`config.mk`:
```
export PLATFORM = sky130hd
export DESIGN_NAME = audio_serial_port
export DESIGN_NICKNAME = d
export VERILOG_FILES = /design/src/rtl/asp_pkg.sv /design/src/rtl/asp_sync.sv /design/src/rtl/asp_rx.sv /design/src/rtl/asp_tx.sv /design/src/rtl/audio_serial_port.sv
export SDC_FILE = /design/constraint.sdc
export NUM_CORES = 1
export LEC_CHECK = 0
export BUFFER_PORTS_ARGS = -buffer_cell sky130_fd_sc_hd__buf_2
export CORE_ASPECT_RATIO = 1.5
export CORE_MARGIN = 4
export CORE_UTILIZATION = 57
export DETAILED_ROUTE_END_ITERATION = 12
export GPL_TIMING_DRIVEN = 0
export PLACE_DENSITY = 0.76
export SLEW_MARGIN = 20
export SYNTH_ARGS = -nofsm -noshare
export SYNTH_HDL_FRONTEND = slang
export SYNTH_SLANG_ARGS = --single-unit
```
`constraint.sdc`:
```
create_clock -name clk -period 3.23 [get_ports clk]
set_input_delay 0.323 -clock clk [delete_from_list [all_inputs] [get_ports clk]]
set_output_delay 0.323 -clock clk [all_outputs]
set_load 0.05 [all_outputs]
```
`src/rtl/asp_pkg.sv`:
```
package asp_pkg;

  // Frame clock level for each channel, shared by both directions.
  typedef enum logic {
    CH_RIGHT = 1'b0,
    CH_LEFT  = 1'b1
  } chan_e;

endpackage

```
`src/rtl/asp_sync.sv`:
```
module asp_sync #(
  parameter int WIDTH  = 3,
  parameter int STAGES = 2
) (
  input  logic             clk,
  input  logic             rst,
  input  logic [WIDTH-1:0] d,
  output logic [WIDTH-1:0] q
);

  if (STAGES == 1) begin : g_single
    logic [WIDTH-1:0] r;
    always_ff @(posedge clk) begin
      if (rst) r <= '0;
      else     r <= d;
    end
    assign q = r;
  end else begin : g_chain
    logic [STAGES*WIDTH-1:0] chain;
    always_ff @(posedge clk) begin
      if (rst) chain <= '0;
      else     chain <= {chain[(STAGES-1)*WIDTH-1:0], d};
    end
    assign q = chain[STAGES*WIDTH-1 -: WIDTH];
  end

endmodule

```
`src/rtl/asp_rx.sv`:
```
module asp_rx
  import asp_pkg::*;
#(
  parameter int WORD_W      = 16,
  parameter int SYNC_STAGES = 2
) (
  input  logic              clk,
  input  logic              rst,
  input  logic              bck_in,
  input  logic              lrc_in,
  input  logic              sdata_in,
  output logic [WORD_W-1:0] rx_left,
  output logic [WORD_W-1:0] rx_right,
  output logic              rx_valid
);

  logic [2:0] raw, syn;
  logic       bck_s, lrc_s, sd_s;

  assign raw = {bck_in, lrc_in, sdata_in};

  // All three lines share one synchronizer so their relative timing holds.
  asp_sync #(.WIDTH(3), .STAGES(SYNC_STAGES)) u_sync (
    .clk (clk),
    .rst (rst),
    .d   (raw),
    .q   (syn)
  );

  assign bck_s = syn[2];
  assign lrc_s = syn[1];
  assign sd_s  = syn[0];

  logic              bck_d, lrc_d, armed;
  logic              bit_fall, lrc_edge;
  logic [WORD_W-1:0] shreg, left_hold, word_now;

  assign bit_fall = bck_d & ~bck_s;
  assign lrc_edge = lrc_d ^ lrc_s;
  // A bit taken on the same cycle as a channel change still ends the old word.
  assign word_now = bit_fall ? {shreg[WORD_W-2:0], sd_s} : shreg;

  always_ff @(posedge clk) begin
    if (rst) begin
      bck_d     <= 1'b0;
      lrc_d     <= 1'b0;
      armed     <= 1'b0;
      shreg     <= '0;
      left_hold <= '0;
      rx_left   <= '0;
      rx_right  <= '0;
      rx_valid  <= 1'b0;
    end else begin
      bck_d    <= bck_s;
      lrc_d    <= lrc_s;
      rx_valid <= 1'b0;
      if (bit_fall) shreg <= {shreg[WORD_W-2:0], sd_s};
      if (lrc_edge) begin
        if (lrc_s == CH_RIGHT) begin
          left_hold <= word_now;
          armed     <= 1'b1;
        end else begin
          if (armed) begin
            rx_left  <= left_hold;
            rx_right <= word_now;
            rx_valid <= 1'b1;
          end
          armed <= 1'b0;
        end
      end
    end
  end

endmodule

```
`src/rtl/asp_tx.sv`:
```
module asp_tx
  import asp_pkg::*;
#(
  parameter int WORD_W  = 16,
  parameter int SLOT_W  = 24,
  parameter int CLK_DIV = 8
) (
  input  logic              clk,
  input  logic              rst,
  input  logic [WORD_W-1:0] tx_left,
  input  logic [WORD_W-1:0] tx_right,
  output logic              bck_out,
  output logic              lrc_out,
  output logic              sdata_out
);

  localparam int FRAME = 2 * SLOT_W;
  localparam int PH_W  = $clog2(CLK_DIV);
  localparam int BIT_W = $clog2(FRAME);
  localparam logic [PH_W-1:0]  PH_RISE  = PH_W'(CLK_DIV / 2 - 1);
  localparam logic [PH_W-1:0]  PH_FALL  = PH_W'(CLK_DIV - 1);
  localparam logic [BIT_W-1:0] BIT_LAST = BIT_W'(FRAME - 1);
  localparam logic [BIT_W-1:0] SLOT_B   = BIT_W'(SLOT_W);

  logic [PH_W-1:0]   ph;
  logic [BIT_W-1:0]  bitn, bit_nxt, slot_pos;
  logic [WORD_W-1:0] hold_l, hold_r, cur_word;
  logic              in_left, nxt_data;

  // Next serial position and the bit it carries (right aligned, sign padded).
  always_comb begin
    bit_nxt  = (bitn == BIT_LAST) ? '0 : bitn + BIT_W'(1);
    in_left  = bit_nxt < SLOT_B;
    slot_pos = in_left ? bit_nxt : bit_nxt - SLOT_B;
    if (bit_nxt == '0)  cur_word = tx_left;
    else if (in_left)   cur_word = hold_l;
    else                cur_word = hold_r;
    nxt_data = cur_word[WORD_W-1];
    for (int i = 0; i < WORD_W; i++) begin
      if (int'(slot_pos) == SLOT_W - 1 - i) nxt_data = cur_word[i];
    end
  end

  always_ff @(posedge clk) begin
    if (rst) begin
      ph        <= '0;
      bitn      <= BIT_LAST;
      bck_out   <= 1'b0;
      lrc_out   <= CH_RIGHT;
      sdata_out <= 1'b0;
      hold_l    <= '0;
      hold_r    <= '0;
    end else begin
      ph <= (ph == PH_FALL) ? '0 : ph + PH_W'(1);
      if (ph == PH_RISE) bck_out <= 1'b1;
      if (ph == PH_FALL) begin
        bck_out   <= 1'b0;
        bitn      <= bit_nxt;
        lrc_out   <= in_left ? CH_LEFT : CH_RIGHT;
        sdata_out <= nxt_data;
        if (bit_nxt == '0) begin
          hold_l <= tx_left;
          hold_r <= tx_right;
        end
      end
    end
  end

endmodule

```
`src/rtl/audio_serial_port.sv`:
```
module audio_serial_port #(
  parameter int WORD_W      = 16,
  parameter int SLOT_W      = 24,
  parameter int CLK_DIV     = 8,
  parameter int SYNC_STAGES = 2
) (
  input  logic              clk,
  input  logic              rst,
  input  logic              bck_in,
  input  logic              lrc_in,
  input  logic              sdata_in,
  input  logic [WORD_W-1:0] tx_left,
  input  logic [WORD_W-1:0] tx_right,
  output logic              bck_out,
  output logic              lrc_out,
  output logic              sdata_out,
  output logic [WORD_W-1:0] rx_left,
  output logic [WORD_W-1:0] rx_right,
  output logic              rx_valid
);

  asp_rx #(.WORD_W(WORD_W), .SYNC_STAGES(SYNC_STAGES)) u_rx (
    .clk      (clk),
    .rst      (rst),
    .bck_in   (bck_in),
    .lrc_in   (lrc_in),
    .sdata_in (sdata_in),
    .rx_left  (rx_left),
    .rx_right (rx_right),
    .rx_valid (rx_valid)
  );

  asp_tx #(.WORD_W(WORD_W), .SLOT_W(SLOT_W), .CLK_DIV(CLK_DIV)) u_tx (
    .clk       (clk),
    .rst       (rst),
    .tx_left   (tx_left),
    .tx_right  (tx_right),
    .bck_out   (bck_out),
    .lrc_out   (lrc_out),
    .sdata_out (sdata_out)
  );

endmodule

```
=== Yosys cells after proc, flatten, opt, wreduce, memory -nomap -nowiden ===
Cells that the tools add are included.

* Register bits after elaboration: 118
* Bits of input ports: 37
* Output and inout bits: 36
* Logic and storage cells: 74

* $add $sub $neg: 3
* Order comparisons: 1
* Equal/unequal tests: 19
* Muxes and demuxes: 24
* Bitwise gates (word level): 5
* Reduce and logical (&&, ||, !) cells: 6

{| class="wikitable"
|+ Operator list
! operator !! number
|-
| $eq 6x6->1 const B || 9
|-
| $eq 6x5->1 const B || 8
|-
| $mux 16 || 3
|-
| $mux 1 || 19
|-
| $mux 6 || 2
|-
| $add 6x1->6 const B || 1
|-
| $logic_not 6->1 || 1
|-
| $lt 6x5->1 const B || 1
|-
| $sub 6x5->6 const B || 1
|-
| $reduce_and 2->1 || 2
|-
| $add 3x1->3 const B || 1
|-
| $eq 3x2->1 const B || 1
|-
| $eq 3x3->1 const B || 1
|-
| $not 1->1 || 3
|-
| $reduce_and 3->1 || 1
|-
| $reduce_or 3->1 || 1
|-
| $reduce_or 2->1 || 1
|-
| $and 1x1->1 || 1
|-
| $xor 1x1->1 || 1
|}

=== Logic depth before layout (Yosys ltp) ===
* Depth in word-level cells: 21
* Mapped depth: 15
* Depth with buffers taken out: 14

=== Modules after synthesis ===
A second synthesis with hierarchy kept.

* Cells, all modules: 627
* Area, all modules: 5367.6 um^2

{| class="wikitable"
|+ By module, submodules not included
! module !! instances !! cells each !! area an instance (um^2) !! sequential area each (um^2)
|-
| asp_tx || 1 || 371 || 2870.3 || 880.8
|-
| asp_rx || 1 || 241 || 2317.2 || 1361.3
|-
| asp_sync || 1 || 15 || 180.2 || 120.1
|}

=== Least setup slack after synthesis ===
No wires, ideal clock.

* Path type: flip-flop to flip-flop
* Start: register u_tx.bitn[0]
* End: register u_tx.sdata_out
* Library setup time: 0.070 ns
* Arrival: 2.649 ns
* Required time: 3.160 ns
* Setup slack: 0.511 ns
* Stages on the path, launching flop included: 15
* Buffers on the path: 1
* Period minus slack after synthesis: 2.719 ns
* Cell sequence: dfxtp_1 ha_1 buf_2 nand3_1 nor2_1 and2_1 nor2_1 ha_1 inv_1 a221oi_1 o2111ai_1 or2_2 o21bai_1 and3b_1 a21oi_1

* Word-level cells in the longest chain between the ends: 21

{| class="wikitable"
|+ Ends and longest elaborated chain
! element !! line !! text
|-
| from (decl) || asp_tx.sv:26 || <nowiki>logic [BIT_W-1:0] bitn, bit_nxt, slot_pos;</nowiki>
|-
| from (signal assigned) || asp_tx.sv:58 || <nowiki>bitn <= bit_nxt;</nowiki>
|-
| $add 6x1->6 or $eq 6x6->1 (tied branches) || asp_tx.sv:32 || <nowiki>bit_nxt = (bitn == BIT_LAST) ? '0 : bitn + BIT_W'(1);</nowiki>
|-
| $mux 6 * || asp_tx.sv:32 ||
|-
| net u_tx.bit_nxt[3] || asp_tx.sv:26 ||
|-
| $sub 6x5->6 or $lt 6x5->1 (tied branches) || asp_tx.sv:34, asp_tx.sv:33 ||
|-
| $mux 6 or $mux 16 (tied branches) || asp_tx.sv:34, asp_tx.sv:36 ||
|-
| $eq 6x6->1 or $mux 16 (tied branches) || asp_tx.sv:40, asp_tx.sv:35 ||
|-
| $mux 1 (15 in a row) || asp_tx.sv:40 || <nowiki>if (int'(slot_pos) == SLOT_W - 1 - i) nxt_data = cur_word[i];</nowiki>
|-
| $mux 1 * || asp_tx.sv:40 ||
|-
| to (signal assigned) || asp_tx.sv:60 || <nowiki>sdata_out <= nxt_data;</nowiki>
|-
| to (decl) || asp_tx.sv:14 || <nowiki>output logic sdata_out</nowiki>
|}

The timed path passes the listed nets; every way through them passes the cells marked *.
A chain may end at the register's enable or synchronous reset.

=== Worst setup path after layout ===
* Start: register u_tx.bitn[3]
* End: register u_tx.sdata_out

Same word-level chain as after synthesis.

==> flow_metrics.env <==
export IMPL_outcome="completed"
export IMPL_via_count=4717
export IMPL_post_route_min_period_ns=3.083
export IMPL_critPathLaunch="u_tx.bitn[3]"
export IMPL_end_kind="flip-flop"
export IMPL_rr_startpoint="u_tx.bitn[3]"
export IMPL_areaGrowthSynthToFinish_pct=23.43
export IMPL_hp_start="lrc_in"
export IMPL_hold_depth=2
export IMPL_post_synth_cell_area_avg_um2=8.321
export IMPL_cts_tree="built"
export IMPL_final_seq_area_um2=2362
export IMPL_crit_family="compound AO/OA/AOI/OAI gates"
export IMPL_fin_ws_ns=0.1471
export IMPL_reg2reg_depth=12
export IMPL_grt_pass1_vias=4830
export IMPL_synth_edff_count=0
export IMPL_portBuffers=71
export IMPL_place_ws_ns=-0.1280
export IMPL_cp_common_cell="a21oi_1"
export IMPL_grt_antenna_before_repair=0
export IMPL_root_buffer="clkbuf_16"
export IMPL_startpoint_type="flip-flop"
export IMPL_ir_drop_uv=467.6
export IMPL_die_area_um2=10460
export IMPL_tightest_slew_ns=0.7976
export IMPL_final_cell_mix="dfxtp_1 (118), nand2_1 (116), buf_2 (77)"
export IMPL_multiInputGateArea_um2=2481
export IMPL_dr_pass1_iters=5
export IMPL_synthArstFlopShare_pct=0
export IMPL_holdWs_ns=0.1232
export IMPL_seq_area_frac_synth_pct=46.77
export IMPL_worst_path_max_delay_cell="a2111oi_1"
export IMPL_whs_endpoint="u_rx.u_sync.g_chain.chain[1]"
export IMPL_overflow=0
export IMPL_fp_dieH_um=123.3
export IMPL_fmax_mhz=324.4
export IMPL_ant_nets=0
export IMPL_via_per_inst=5.759
export IMPL_powerDensity_nw_per_um2=586.8
export IMPL_gp_congestion=0.9716
export IMPL_crit_buf_inv=1
export IMPL_grt_max_degree=17
export IMPL_wl_um=13360
export IMPL_setup_tns_final_ns=0
export IMPL_start_util_pct=59.32
export IMPL_cp_required_ns=3.52
export IMPL_clockBufferDepth=2
export IMPL_ys_ff_latch=118
export IMPL_grt_pass1_wl_um=22050
export IMPL_layout_commonest_cell="dfxtp_1"
export IMPL_dpl_cell_area_um2=5540
export IMPL_row_count=41
export IMPL_hold_viol=0
export IMPL_hp_class="in -> reg"
export IMPL_p_leak_nw=2.357
export IMPL_nets=746
export IMPL_drc=0
export IMPL_fill_cells=682
export IMPL_drt_iter0_markers=273
export IMPL_total_power_mw=3.659
export IMPL_crit_path_max_incr_delay_ns=0.51
export IMPL_io_pin_count=73
export IMPL_relSlewSlack_pct=46.26
export IMPL_dp_hpwl_um=9788
export IMPL_dieWidth_um=84.86
export IMPL_regToRegSetupSlack_ns=0.15
export IMPL_crit_arrival_ns=3.37
export IMPL_criticalPathCategory="reg -> reg"
export IMPL_skew_ns=0.005504
export IMPL_syn_inst=607
export IMPL_n_antenna_cell=0
export IMPL_crit_fanout=10
export IMPL_core_area_um2=8516
export IMPL_clkSlewWorstSetupHoldPaths_ns=0.06
export IMPL_synth_top_flop_cell="dfxtp_1"
export IMPL_finalSetupViolCount=0
export IMPL_drive_above_1_share_pct=19.24
export IMPL_clk_latency_ns=0.41
export IMPL_cts_buffers=17
export IMPL_design_area_um2=6235
export IMPL_r2r_end="u_tx.sdata_out"
export IMPL_syn_nets=654
export IMPL_ys_warn_count=0
export IMPL_hold_buffers=0
export IMPL_path_cells="buf_2 > nand3_1 > nor2_2 > and2_4 > nor2_1 > ha_1 > nor3_1 > o21ai_0 > a2111oi_1 > a21oi_1 > o211ai_1 > a21oi_1"
export IMPL_fin_crit_sh_pct=95.45
export IMPL_clkSinkCount=118
export IMPL_avgRoutedWirePerCell_um=16.31
export IMPL_htree_levels=4
export IMPL_finalMaxSlewViolations=0
export IMPL_grtUsageTotal_pct=26.77
export IMPL_yosysUniqueCellTypes=62
export IMPL_drv_cap=0
export IMPL_synth_area_um2=5051
where the power goes:
part	switching [mW]	internal [mW]	leakage, nW	total, mW
logic	0.106	0.0596	1.09	0.166
registers	0.0110	1.48	0.954	1.49
clock network	0.686	1.32	0.311	2.00
metrics by stage:
stage / instances / utilization [%]
6_report: 819 / 73.21
5_1_grt: 819 / 73.21
4_1_cts: 818 / 72.89
3_5_place_dp: 785 / 65.06
3_3_place_gp: 785 / 65.06
2_1_floorplan: 607 / -
layer usage:
metal  vias to the layer above  routed length, um  track usage, %  part of all wire [%]
li1                       2300                  -               -                     -
met3                        44                733           6.400                   5.5
met1                      2187               4918           26.64                    37
met2                       186               7181           50.69                    54
met5                         -                  0               0                     0
met4                         0                526           14.26                   3.9
timing repair:
action	CTS	global route
resized for setup	4	8
setup endpoints to repair	1	1
pin swaps	2	2
buffers inserted	1	1
synthesized netlist by cell type, types with 3 or more instances:
cell type	instances	area, um^2
a21oi_1	57	285.3
buf_1	4	15.01
o21a_1	3	22.52
nor2_1	74	277.8
a211oi_1	34	255.2
mux2i_1	20	200.2
nor4_1	4	25.02
dfxtp_1	118	2362
a31oi_1	5	31.28
nor2b_1	8	50.05
clkbuf_1	31	116.4
nand2b_1	4	25.02
mux2_2	5	56.30
ha_1	10	125.1
nand2_1	116	435.4
inv_1	12	45.04
buf_2	8	40.04
nand3_1	6	30.03
o21ai_0	13	65.06
and2_1	5	31.28
o211ai_1	8	60.06
nor3_1	9	45.04
a21o_1	3	22.52
worst max-delay path by stage:
stage | to | slack, ns | depth (start not counted)
2_1_floorplan | u_tx.sdata_out | 0.51 | 14
3_3_place_gp | u_tx.sdata_out | -0.03 | 15
3_5_place_dp | u_tx.sdata_out | -0.13 | 15
4_1_cts | u_tx.sdata_out | 0.03 | 15
5_1_grt | u_tx.sdata_out | -0.009 | 15
6_report | u_tx.sdata_out | 0.15 | 12
cell type report:
| class | count | area share (%) |
|---|---|---|
| clock buffers | 18 | 7.044 |
| multi-input cells | 430 | 39.80 |
| well taps | 107 | 2.147 |
| clock inverters | 14 | 3.191 |
| inverters | 14 | 0.8429 |
| plain buffers | 45 | 3.151 |
| repair buffers | 73 | 5.940 |
| flip-flops and latches | 118 | 37.89 |
flip-flops by register name, indices dropped and copies added (netlist names):
signal / count
u_rx.armed: 1
u_rx.bck_d: 1
u_rx.left_hold: 16
u_rx.lrc_d: 1
u_rx.rx_left: 16
u_rx.rx_right: 16
u_rx.rx_valid: 1
u_rx.shreg: 16
u_rx.u_sync.g_chain.chain: 6
u_tx.bck_out: 1
u_tx.bitn: 6
u_tx.hold_l: 16
u_tx.hold_r: 16
u_tx.lrc_out: 1
u_tx.ph: 3
u_tx.sdata_out: 1
cell families after synthesis:
group                      share of synthesized area (%)
xor gates and xnor gates                          0.6937
and+or+nand+nor                                    19.87
buffers and inverters                              4.731
AOI/OAI and AO/OA                                  20.39
muxes                                              5.078
adders and majority gates                          2.477
DFF                                                46.77
Note: power is estimated with default switching activity, not from simulation.
